$ cat config.mk
export PLATFORM = sky130hd
export DESIGN_NAME = sdram_single_write
export DESIGN_NICKNAME = d
export VERILOG_FILES = /design/src/rtl/sdwseq_pkg.sv /design/src/rtl/sdwseq_gap_timer.sv /design/src/rtl/sdwseq_ctrl.sv /design/src/rtl/sdwseq_bus.sv /design/src/rtl/sdram_single_write.sv
export SDC_FILE = /design/constraint.sdc
export NUM_CORES = 1
export LEC_CHECK = 0
export ABC_CLOCK_PERIOD_IN_PS = 3740
export BUFFER_PORTS_ARGS = -buffer_cell sky130_fd_sc_hd__buf_2
export CORE_MARGIN = 2
export CORE_UTILIZATION = 30
export CTS_CLUSTER_DIAMETER = 100
export DETAILED_ROUTE_END_ITERATION = 10
export PLACE_DENSITY = 0.52
export REMOVE_ABC_BUFFERS = 1
export SYNTH_ARGS = -nofsm -noshare
export SYNTH_HDL_FRONTEND = slang
export SYNTH_SLANG_ARGS = --single-unit
$ cat constraint.sdc
create_clock -name clk -period 3.74 [get_ports clk]
set_input_delay 0.187 -clock clk [delete_from_list [all_inputs] [get_ports clk]]
set_output_delay 0.187 -clock clk [all_outputs]
set_load 0.02 [all_outputs]
$ cat src/rtl/sdwseq_pkg.sv
package sdwseq_pkg;

   // {CS#, RAS#, CAS#, WE#}
   typedef enum logic [3:0] {
      CMD_ACT   = 4'b0011,
      CMD_WRITE = 4'b0100,
      CMD_PRE   = 4'b0010,
      CMD_NOP   = 4'b0111
   } sd_cmd_e;

   typedef enum logic [1:0] {
      ST_IDLE,
      ST_ROW_OPEN,
      ST_RECOVER,
      ST_CLOSING
   } seq_state_e;

   localparam int unsigned NUM_GAPS = 5;
   localparam int unsigned GAP_RCD  = 0;   // open  -> write
   localparam int unsigned GAP_RAS  = 1;   // open  -> precharge
   localparam int unsigned GAP_RC   = 2;   // open  -> open
   localparam int unsigned GAP_WR   = 3;   // beat  -> precharge
   localparam int unsigned GAP_RP   = 4;   // close -> open

   localparam int unsigned AP_BIT = 10;    // auto/all-bank precharge address bit

   function automatic int unsigned ps_to_cycles(input int unsigned ps, input int unsigned clk_ps);
      int unsigned c;
      c = (ps + clk_ps - 1) / clk_ps;
      return (c == 0) ? 1 : c;
   endfunction

   function automatic int unsigned umax(input int unsigned a, input int unsigned b);
      return (a > b) ? a : b;
   endfunction

endpackage

$ cat src/rtl/sdwseq_gap_timer.sv
module sdwseq_gap_timer #(
   parameter int unsigned LIMIT = 2
) (
   input  logic clk,
   input  logic rst_n,
   input  logic start,
   output logic due
);
   if (LIMIT < 1) begin : g_bad_limit
      $error("sdwseq_gap_timer: LIMIT must be at least 1");
   end

   if (LIMIT == 1) begin : g_immediate
      // next edge is already far enough away
      assign due = 1'b1;
   end else begin : g_counted
      localparam int unsigned CNT_W = $clog2(LIMIT);
      localparam logic [CNT_W-1:0] SAT = CNT_W'(LIMIT - 1);

      logic [CNT_W-1:0] cnt;

      always_ff @(posedge clk) begin
         if (!rst_n)          cnt <= SAT;
         else if (start)      cnt <= '0;
         else if (cnt != SAT) cnt <= cnt + 1'b1;
      end

      // asserted in the cycle before the one at distance LIMIT from the event
      assign due = (cnt == SAT);

      assert_start_clears_R3: assert property (@(posedge clk) disable iff (!rst_n)
         start |=> !due);
   end
endmodule

$ cat src/rtl/sdwseq_ctrl.sv
module sdwseq_ctrl
   import sdwseq_pkg::*;
(
   input  logic                clk,
   input  logic                rst_n,
   input  logic                req_valid,
   input  logic [NUM_GAPS-1:0] gap_due,
   output logic                req_ready,
   output logic                issue_act,
   output logic                issue_wr,
   output logic                issue_pre,
   output logic                done
);
   seq_state_e state, state_nx;
   logic       finish;

   always_comb begin
      issue_act = 1'b0;
      issue_wr  = 1'b0;
      issue_pre = 1'b0;
      finish    = 1'b0;
      state_nx  = state;
      unique case (state)
         ST_IDLE: if (req_valid) begin
            issue_act = 1'b1;
            state_nx  = ST_ROW_OPEN;
         end
         ST_ROW_OPEN: if (gap_due[GAP_RCD]) begin
            issue_wr = 1'b1;
            state_nx = ST_RECOVER;
         end
         ST_RECOVER: if (gap_due[GAP_WR] && gap_due[GAP_RAS]) begin
            issue_pre = 1'b1;
            state_nx  = ST_CLOSING;
         end
         ST_CLOSING: if (gap_due[GAP_RP] && gap_due[GAP_RC]) begin
            finish   = 1'b1;
            state_nx = ST_IDLE;
         end
         default: state_nx = ST_IDLE;
      endcase
   end

   always_ff @(posedge clk) begin
      if (!rst_n) begin
         state <= ST_IDLE;
         done  <= 1'b0;
      end else begin
         state <= state_nx;
         done  <= finish;
      end
   end

   assign req_ready = (state == ST_IDLE);

   assert_accept_busy_R8: assert property (@(posedge clk) disable iff (!rst_n)
      (req_ready && req_valid) |=> !req_ready);
   assert_idle_wait_R2: assert property (@(posedge clk) disable iff (!rst_n)
      (req_ready && !req_valid) |=> (req_ready && !done));
   assert_done_pulse_R6: assert property (@(posedge clk) disable iff (!rst_n)
      done |=> !done);
   assert_done_ready_R6: assert property (@(posedge clk) disable iff (!rst_n)
      done |-> req_ready);
endmodule

$ cat src/rtl/sdwseq_bus.sv
module sdwseq_bus
   import sdwseq_pkg::*;
#(
   parameter int unsigned BANK_W = 2,
   parameter int unsigned ROW_W  = 12,
   parameter int unsigned COL_W  = 8,
   parameter int unsigned ADDR_W = 12,
   parameter int unsigned DATA_W = 32,
   parameter int unsigned MASK_W = 4
) (
   input  logic              clk,
   input  logic              rst_n,
   input  logic              issue_act,
   input  logic              issue_wr,
   input  logic              issue_pre,
   input  logic [BANK_W-1:0] req_bank,
   input  logic [ROW_W-1:0]  req_row,
   input  logic [COL_W-1:0]  req_col,
   input  logic [DATA_W-1:0] req_data,
   input  logic [MASK_W-1:0] req_mask,
   output logic [3:0]        sd_cmd,
   output logic [BANK_W-1:0] sd_ba,
   output logic [ADDR_W-1:0] sd_addr,
   output logic [DATA_W-1:0] sd_dq_out,
   output logic              sd_dq_oe,
   output logic [MASK_W-1:0] sd_dqm
);
   logic [BANK_W-1:0] held_bank;
   logic [COL_W-1:0]  held_col;
   logic [DATA_W-1:0] held_data;
   logic [MASK_W-1:0] held_mask;
   logic [ADDR_W-1:0] row_addr, col_addr;
   localparam logic [ADDR_W-1:0] CLOSE_ALL = ADDR_W'(1) << AP_BIT;

   // row placement: full width or zero-extended
   if (ROW_W == ADDR_W) begin : g_row_full
      assign row_addr = req_row;
   end else begin : g_row_ext
      assign row_addr = {{(ADDR_W-ROW_W){1'b0}}, req_row};
   end

   // column sits below the precharge bit, so A10 and up stay low
   assign col_addr = {{(ADDR_W-COL_W){1'b0}}, held_col};

   always_ff @(posedge clk) begin
      if (!rst_n) begin
         held_bank <= '0;
         held_col  <= '0;
         held_data <= '0;
         held_mask <= '1;
      end else if (issue_act) begin
         held_bank <= req_bank;
         held_col  <= req_col;
         held_data <= req_data;
         held_mask <= req_mask;
      end
   end

   always_ff @(posedge clk) begin
      if (!rst_n) begin
         sd_cmd    <= CMD_NOP;
         sd_ba     <= '0;
         sd_addr   <= '0;
         sd_dq_out <= '0;
         sd_dq_oe  <= 1'b0;
         sd_dqm    <= '1;
      end else begin
         sd_cmd    <= CMD_NOP;
         sd_dq_out <= '0;
         sd_dq_oe  <= 1'b0;
         sd_dqm    <= '1;
         if (issue_act) begin
            sd_cmd  <= CMD_ACT;
            sd_ba   <= req_bank;
            sd_addr <= row_addr;
         end else if (issue_wr) begin
            sd_cmd    <= CMD_WRITE;
            sd_ba     <= held_bank;
            sd_addr   <= col_addr;
            sd_dq_out <= held_data;
            sd_dq_oe  <= 1'b1;
            sd_dqm    <= held_mask;
         end else if (issue_pre) begin
            sd_cmd  <= CMD_PRE;
            sd_ba   <= held_bank;
            sd_addr <= CLOSE_ALL;
         end
      end
   end

   assert_single_beat_R4: assert property (@(posedge clk) disable iff (!rst_n)
      sd_dq_oe |=> !sd_dq_oe);
   assert_beat_follows_open_R3: assert property (@(posedge clk) disable iff (!rst_n)
      (sd_cmd == CMD_ACT) |=> !sd_dq_oe || (sd_cmd == CMD_WRITE));
endmodule

$ cat src/rtl/sdram_single_write.sv
module sdram_single_write
   import sdwseq_pkg::*;
#(
   parameter int unsigned BANK_W        = 2,
   parameter int unsigned ROW_W         = 12,
   parameter int unsigned COL_W         = 8,
   parameter int unsigned ADDR_W        = 12,
   parameter int unsigned DATA_W        = 32,
   parameter int unsigned MASK_W        = DATA_W / 8,
   parameter int unsigned CLK_PERIOD_PS = 7500,
   parameter int unsigned T_RCD_PS      = 18000,
   parameter int unsigned T_RAS_PS      = 42000,
   parameter int unsigned T_RAS_MAX_PS  = 120_000_000,
   parameter int unsigned T_WR_PS       = 12000,
   parameter int unsigned T_RP_PS       = 18000,
   parameter int unsigned T_RC_PS       = 60000
) (
   input  logic              clk,
   input  logic              rst_n,
   input  logic              req_valid,
   output logic              req_ready,
   input  logic [BANK_W-1:0] req_bank,
   input  logic [ROW_W-1:0]  req_row,
   input  logic [COL_W-1:0]  req_col,
   input  logic [DATA_W-1:0] req_data,
   input  logic [MASK_W-1:0] req_mask,
   output logic              done,
   output logic              sd_cke,
   output logic [3:0]        sd_cmd,
   output logic [BANK_W-1:0] sd_ba,
   output logic [ADDR_W-1:0] sd_addr,
   output logic [DATA_W-1:0] sd_dq_out,
   output logic              sd_dq_oe,
   output logic [MASK_W-1:0] sd_dqm
);
   localparam int unsigned N_RCD     = ps_to_cycles(T_RCD_PS, CLK_PERIOD_PS);
   localparam int unsigned N_RAS     = ps_to_cycles(T_RAS_PS, CLK_PERIOD_PS);
   localparam int unsigned N_RC      = ps_to_cycles(T_RC_PS,  CLK_PERIOD_PS);
   localparam int unsigned N_WR      = ps_to_cycles(T_WR_PS,  CLK_PERIOD_PS);
   localparam int unsigned N_RP      = ps_to_cycles(T_RP_PS,  CLK_PERIOD_PS);
   localparam int unsigned N_RAS_MAX = T_RAS_MAX_PS / CLK_PERIOD_PS;
   localparam int unsigned N_PRE_AT  = umax(N_RCD + N_WR, N_RAS);
   localparam int unsigned GAP_LIM [NUM_GAPS] = '{N_RCD, N_RAS, N_RC, N_WR, N_RP};

   // ---- elaboration checks ----
   if (CLK_PERIOD_PS == 0) begin : g_bad_clk
      $error("clock period must be non-zero");
   end
   if (ADDR_W <= AP_BIT) begin : g_bad_addr
      $error("address bus must include the precharge bit");
   end
   if (ROW_W > ADDR_W) begin : g_bad_row
      $error("row wider than address bus");
   end
   if (COL_W > AP_BIT) begin : g_bad_col
      $error("column must fit below the precharge bit");
   end
   if (DATA_W % 8 != 0 || MASK_W != DATA_W / 8) begin : g_bad_mask
      $error("mask must carry one bit per data byte");
   end
   if (N_PRE_AT > N_RAS_MAX) begin : g_bad_ras_max_R9
      $error("precharge point exceeds the maximum row-active time");
   end

   logic issue_act, issue_wr, issue_pre;
   logic [NUM_GAPS-1:0] gap_start, gap_due;

   assign gap_start[GAP_RCD] = issue_act;
   assign gap_start[GAP_RAS] = issue_act;
   assign gap_start[GAP_RC]  = issue_act;
   assign gap_start[GAP_WR]  = issue_wr;
   assign gap_start[GAP_RP]  = issue_pre;

   for (genvar g = 0; g < NUM_GAPS; g++) begin : g_gap
      sdwseq_gap_timer #(.LIMIT(GAP_LIM[g])) u_timer (
         .clk   (clk),
         .rst_n (rst_n),
         .start (gap_start[g]),
         .due   (gap_due[g])
      );
   end

   sdwseq_ctrl u_ctrl (
      .clk       (clk),
      .rst_n     (rst_n),
      .req_valid (req_valid),
      .gap_due   (gap_due),
      .req_ready (req_ready),
      .issue_act (issue_act),
      .issue_wr  (issue_wr),
      .issue_pre (issue_pre),
      .done      (done)
   );

   sdwseq_bus #(
      .BANK_W (BANK_W),
      .ROW_W  (ROW_W),
      .COL_W  (COL_W),
      .ADDR_W (ADDR_W),
      .DATA_W (DATA_W),
      .MASK_W (MASK_W)
   ) u_bus (
      .clk       (clk),
      .rst_n     (rst_n),
      .issue_act (issue_act),
      .issue_wr  (issue_wr),
      .issue_pre (issue_pre),
      .req_bank  (req_bank),
      .req_row   (req_row),
      .req_col   (req_col),
      .req_data  (req_data),
      .req_mask  (req_mask),
      .sd_cmd    (sd_cmd),
      .sd_ba     (sd_ba),
      .sd_addr   (sd_addr),
      .sd_dq_out (sd_dq_out),
      .sd_dq_oe  (sd_dq_oe),
      .sd_dqm    (sd_dqm)
   );

   assign sd_cke = 1'b1;

   // ---- bus-level interval watch, independent of the gap timers ----
   localparam int unsigned CHK_W = $clog2(N_RAS_MAX + N_RC + 8);
   localparam logic [CHK_W-1:0] CHK_SAT = '1;

   logic [CHK_W-1:0] since_act, since_wr, since_pre;
   logic             row_open;

   always_ff @(posedge clk) begin
      if (!rst_n) begin
         since_act <= '0;
         since_wr  <= '0;
         since_pre <= '0;
         row_open  <= 1'b0;
      end else begin
         since_act <= (sd_cmd == CMD_ACT)   ? CHK_W'(1) : (since_act == CHK_SAT) ? since_act : since_act + 1'b1;
         since_wr  <= (sd_cmd == CMD_WRITE) ? CHK_W'(1) : (since_wr  == CHK_SAT) ? since_wr  : since_wr  + 1'b1;
         since_pre <= (sd_cmd == CMD_PRE)   ? CHK_W'(1) : (since_pre == CHK_SAT) ? since_pre : since_pre + 1'b1;
         if (sd_cmd == CMD_ACT)      row_open <= 1'b1;
         else if (sd_cmd == CMD_PRE) row_open <= 1'b0;
      end
   end

   assert_open_to_write_R3: assert property (@(posedge clk) disable iff (!rst_n)
      (sd_cmd == CMD_WRITE) |-> (since_act == CHK_W'(N_RCD)));
   assert_close_spacing_R5: assert property (@(posedge clk) disable iff (!rst_n)
      (sd_cmd == CMD_PRE) |-> (since_act >= CHK_W'(N_RAS) && since_wr >= CHK_W'(N_WR)));
   assert_close_bit_R5: assert property (@(posedge clk) disable iff (!rst_n)
      (sd_cmd == CMD_PRE) |-> sd_addr[AP_BIT]);
   assert_next_open_legal_R6: assert property (@(posedge clk) disable iff (!rst_n)
      done |-> (since_act >= CHK_W'(N_RC) && since_pre >= CHK_W'(N_RP)));
   assert_row_open_limit_R9: assert property (@(posedge clk) disable iff (!rst_n)
      row_open |-> (since_act <= CHK_W'(N_RAS_MAX)));
   assert_no_write_closed_R7: assert property (@(posedge clk) disable iff (!rst_n)
      (sd_cmd == CMD_WRITE) |-> row_open);
endmodule

==> flow_metrics.py <==
metrics = {
    "finish": {
        "seqCellArea_um2": 2280,
        "area_delta_synth_final_pct": 34.1,
        "nets": 619,
        "multi_input_comb_area_um2": 1420,
        "finish.utilization": 0.410,
        "stdcell_count": 735,
        "fillCellCount": 1331,
        "drive_gt1_frac": 0.286,
    },
    "pwr": {
        "power_density_nw_per_um2": 780,
        "power_mw": 4.04,
        "vdd_drop_max_uv": 309,
        "total_leakage_power_nw": 2.36,
    },
    "yosys": {
        "ys_ff_latch": 114,
        "synth.avg_cell_area_um2": 8.90,
        "synth_cells": 434,
        "ys_warn_count": 0,
        "synth.distinct_cells": 32,
        "synth_seq_area_share": 0.591,
        "synth_area_um2": 3860,
    },
    "setup_path": {
        "reg2reg_slack_ns": 1.61,
        "cp_num_buf_inv": 1,
        "critPathMaxStageDelay_ns": 0.55,
        "cpMaxStageDelayCell": "nand3_1",
        "crit_arrival_ns": 2.42,
        "crit_type": "reg -> reg",
        "reg2reg_depth": 5,
        "startpoint_type": "flip-flop",
        "cp_max_fo": 21,
        "required_ns": 4.03,
        "crit_chain": "inv_1 -> ha_1 -> nand2_2 -> nand3_1 -> o211a_1",
        "end_kind": "flip-flop",
        "reg2reg_from": "u_ctrl.state[0]$_SDFFE_PN0P_",
        "cpLargestDelayFamily": "simple AND/OR/NAND/NOR gates",
        "rr_endpoint": "u_bus.sd_addr[5]$_SDFFE_PN0P_",
    },
    "timing": {
        "period_share": 0.570,
        "finalSetupTns_ns": 0,
        "slew_violations": 0,
        "max_slew_margin": 0.484,
        "rsz0062_at_grt": "false",
        "setup_slack_ns": 1.61,
        "setup_viol": 0,
        "fin_worst_skew_ns": 0.00659,
        "report.final.hold_viol_count": 0,
        "period_minus_slack_ns": 2.13,
        "worst_pin_slew_ns": 0.774,
        "max_freq_ghz": 0.469,
    },
    "hold_path": {
        "whs_endpoint": "u_bus.sd_addr[10]$_SDFFE_PN0P_",
        "worstHoldPathCells": 3,
        "hp-start": "req_row[10]",
        "hold_path_class": "in -> reg",
    },
    "flow_run": {
        "maxCapViolations": 0,
    },
    "clock_tree": {
        "clock_sinks": 114,
        "htreeDepth": 4,
        "cts.clk_slew.worst_paths_ns": 0.05,
        "cts_root_buffer": "clkbuf_16",
        "cts_buffer_depth": 2,
        "cts_tree": "yes",
        "clk_latency_ns": 0.40,
        "cts_buffers": 17,
        "cts_setup_buffers": 0,
    },
    "die": {
        "fp-row-count": 41,
        "core_area_um2": 12600,
        "die_x_um": 117,
        "die_area_um2": 13800,
        "die-height_um": 117,
        "start_util": 0.306,
        "num_io_pins": 119,
    },
    "placement": {
        "gp_congestion": 0.719,
        "port_buffers": 116,
        "dpl.hpwl_mm": 6.42,
        "dp_cells": 699,
        "post-place-ws_ns": 1.55,
    },
    "status": {
        "status": "finished clean",
    },
    "route": {
        "vias": 3186,
        "routed_wl_mm": 9.39,
        "dr.pass1.iters": 4,
        "vias_per_cell": 4.33,
        "ant_nets": 0,
        "drc": 0,
        "drtIter0Drc": 130,
        "wire_per_inst_um": 12.8,
    },
    "global_route": {
        "antenna_found_initial": 3,
        "grt_max_degree": 42,
        "grt-ovfl-total": 0,
        "grt_pass1_wl_mm": 15.4,
        "grt_pass1_vias": 3203,
        "grt_usage": 0.144,
    },
}
==> power by group <==
part,leakage [nW],internal [mW],switching [mW]
logic,1.14,0.335,0.596
registers,0.932,1.44,0.110
clock network,0.282,1.03,0.532
total,2.36,2.80,1.24
==> per-stage QoR <==
stage,area (µm²),hold WS (ns)
after floorplan,3720,0.259
after global placement,4560,0.415
after detailed placement,4560,0.418
after CTS,5180,0.00135
after global routing,5180,0.0116
final,5180,0.0138
==> worst reg2reg max path, cell delays in order (launching register included) <==
cell	delay, ns
dfxtp_1	0.38
inv_1	0.10
ha_1	0.25
nand2_2	0.33
nand3_1	0.55
o211a_1	0.41
==> synthesized netlist by cell type (all sizes together) <==
library cell / instances / area (µm²)
nor2: 40 / 153
buf: 20 / 108
xnor2: 3 / 26.3
a211oi: 2 / 20.0
a21oi: 43 / 215
a222oi: 1 / 10.0
and2: 2 / 13.8
inv: 6 / 22.5
o211a: 8 / 80.1
and3b: 1 / 8.76
clkbuf: 9 / 35.0
clkinv: 1 / 3.75
o21ai: 30 / 150
nor3: 2 / 10.0
mux2i: 3 / 30.0
nand3b: 2 / 15.0
dfxtp: 114 / 2280
ha: 9 / 113
nand2b: 2 / 12.5
xor2: 1 / 8.76
nand4: 1 / 6.26
or2: 4 / 25.0
nand3: 12 / 60.1
a21o: 3 / 22.5
conb: 2 / 7.51
nand2: 113 / 424
==> cell families (layout without fill, tap and decap cells) <==
kind of cell / count (synthesis) / count (layout) / synth area share
compound gates: 87 / 87 / 0.129
xor+xnor: 4 / 4 / 0.00907
fa+ha+maj: 9 / 9 / 0.0292
buf+inv: 36 / 164 / 0.0437
flops: 114 / 114 / 0.591
mux: 3 / 3 / 0.00777
other cells: 2 / 3 / 0.00194
simple gates: 179 / 179 / 0.189
==> worst max path at each step <==
| stage | slack [ns] | cells past startpoint | start | end |
|---|---|---|---|---|
| 3_3_place_gp | 1.62 | 5 | u_ctrl.state[1]$_SDFFE_PN0P_ | u_bus.sd_addr[1]$_SDFFE_PN0P_ |
| 2_1_floorplan | 1.11 | 5 | u_ctrl.state[0]$_SDFFE_PN0P_ | u_bus.sd_addr[0]$_SDFFE_PN0P_ |
| 5_1_grt | 1.32 | 5 | u_ctrl.state[1]$_SDFFE_PN0P_ | u_bus.sd_addr[5]$_SDFFE_PN0P_ |
| 4_1_cts | 1.55 | 5 | u_ctrl.state[0]$_SDFFE_PN0P_ | u_bus.sd_addr[6]$_SDFFE_PN0P_ |
| 6_report | 1.61 | 5 | u_ctrl.state[0]$_SDFFE_PN0P_ | u_bus.sd_addr[5]$_SDFFE_PN0P_ |
| 3_5_place_dp | 1.55 | 5 | u_ctrl.state[0]$_SDFFE_PN0P_ | u_bus.sd_addr[1]$_SDFFE_PN0P_ |
==> area by class of cell <==
cell class                 count  area share
sequential                   114       0.441
antenna                        1    0.000483
timing repair buffer         125       0.127
clock buffer                  22      0.0916
clock inverter                10      0.0208
inverter                       7     0.00507
tap                          172      0.0416
multi-input combinational    284       0.273
==> layer usage <==
| layer | global-route usage | wire length, µm | up-vias | share of wire |
|---|---|---|---|---|
| met3 | 0.0543 | 540 | 17 | 0.058 |
| met2 | 0.238 | 4460 | 84 | 0.48 |
| met4 | 0.0595 | 168 | 2 | 0.018 |
| met5 | 0 | 13 | - | 0.0014 |
| met1 | 0.168 | 4210 | 1443 | 0.45 |
| li1 | - | - | 1640 | - |
==> what timing repair did <==
| item | in CTS | in global routing |
|---|---|---|
| endpoints found under the hold margin | 3 | 0 |
| resized for setup | 0 | 0 |
| hold buffers | 3 | 0 |
==> sequential cells by signal (all words and copies together) (netlist names), 2 cells and up <==
register                     cells
u_bus.sd_cmd                     3
u_bus.sd_dq_out                 32
u_bus.sd_ba                      2
g_gap.u_timer.g_counted.cnt     10
u_bus.held_bank                  2
u_bus.sd_addr                   12
u_ctrl.state                     2
u_bus.held_data                 32
u_bus.held_col                   8
u_bus.sd_dqm                     4
u_bus.held_mask                  4
==> cell usage in the layout, fill, tap and decap left out, drive strengths merged <==
master / synthesis / layout
clkinv: 1 / 6
nand4: 1 / 1
mux2i: 3 / 3
nor3: 2 / 2
xnor2: 3 / 3
inv: 6 / 6
o21ai: 30 / 30
or2: 4 / 4
xor2: 1 / 1
nand2b: 2 / 2
a21o: 3 / 3
nand2: 113 / 113
a222oi: 1 / 1
a211oi: 2 / 2
diode: 0 / 1
conb: 2 / 2
bufinv: 0 / 2
dfxtp: 114 / 114
nand3b: 2 / 2
nor2: 40 / 40
a21oi: 43 / 43
clkbuf: 9 / 22
nand3: 12 / 12
clkinvlp: 0 / 3
and3b: 1 / 1
buf: 20 / 122
dlygate4sd3: 0 / 3
ha: 9 / 9
o211a: 8 / 8
and2: 2 / 2
(Power assumes the default switching activity.)
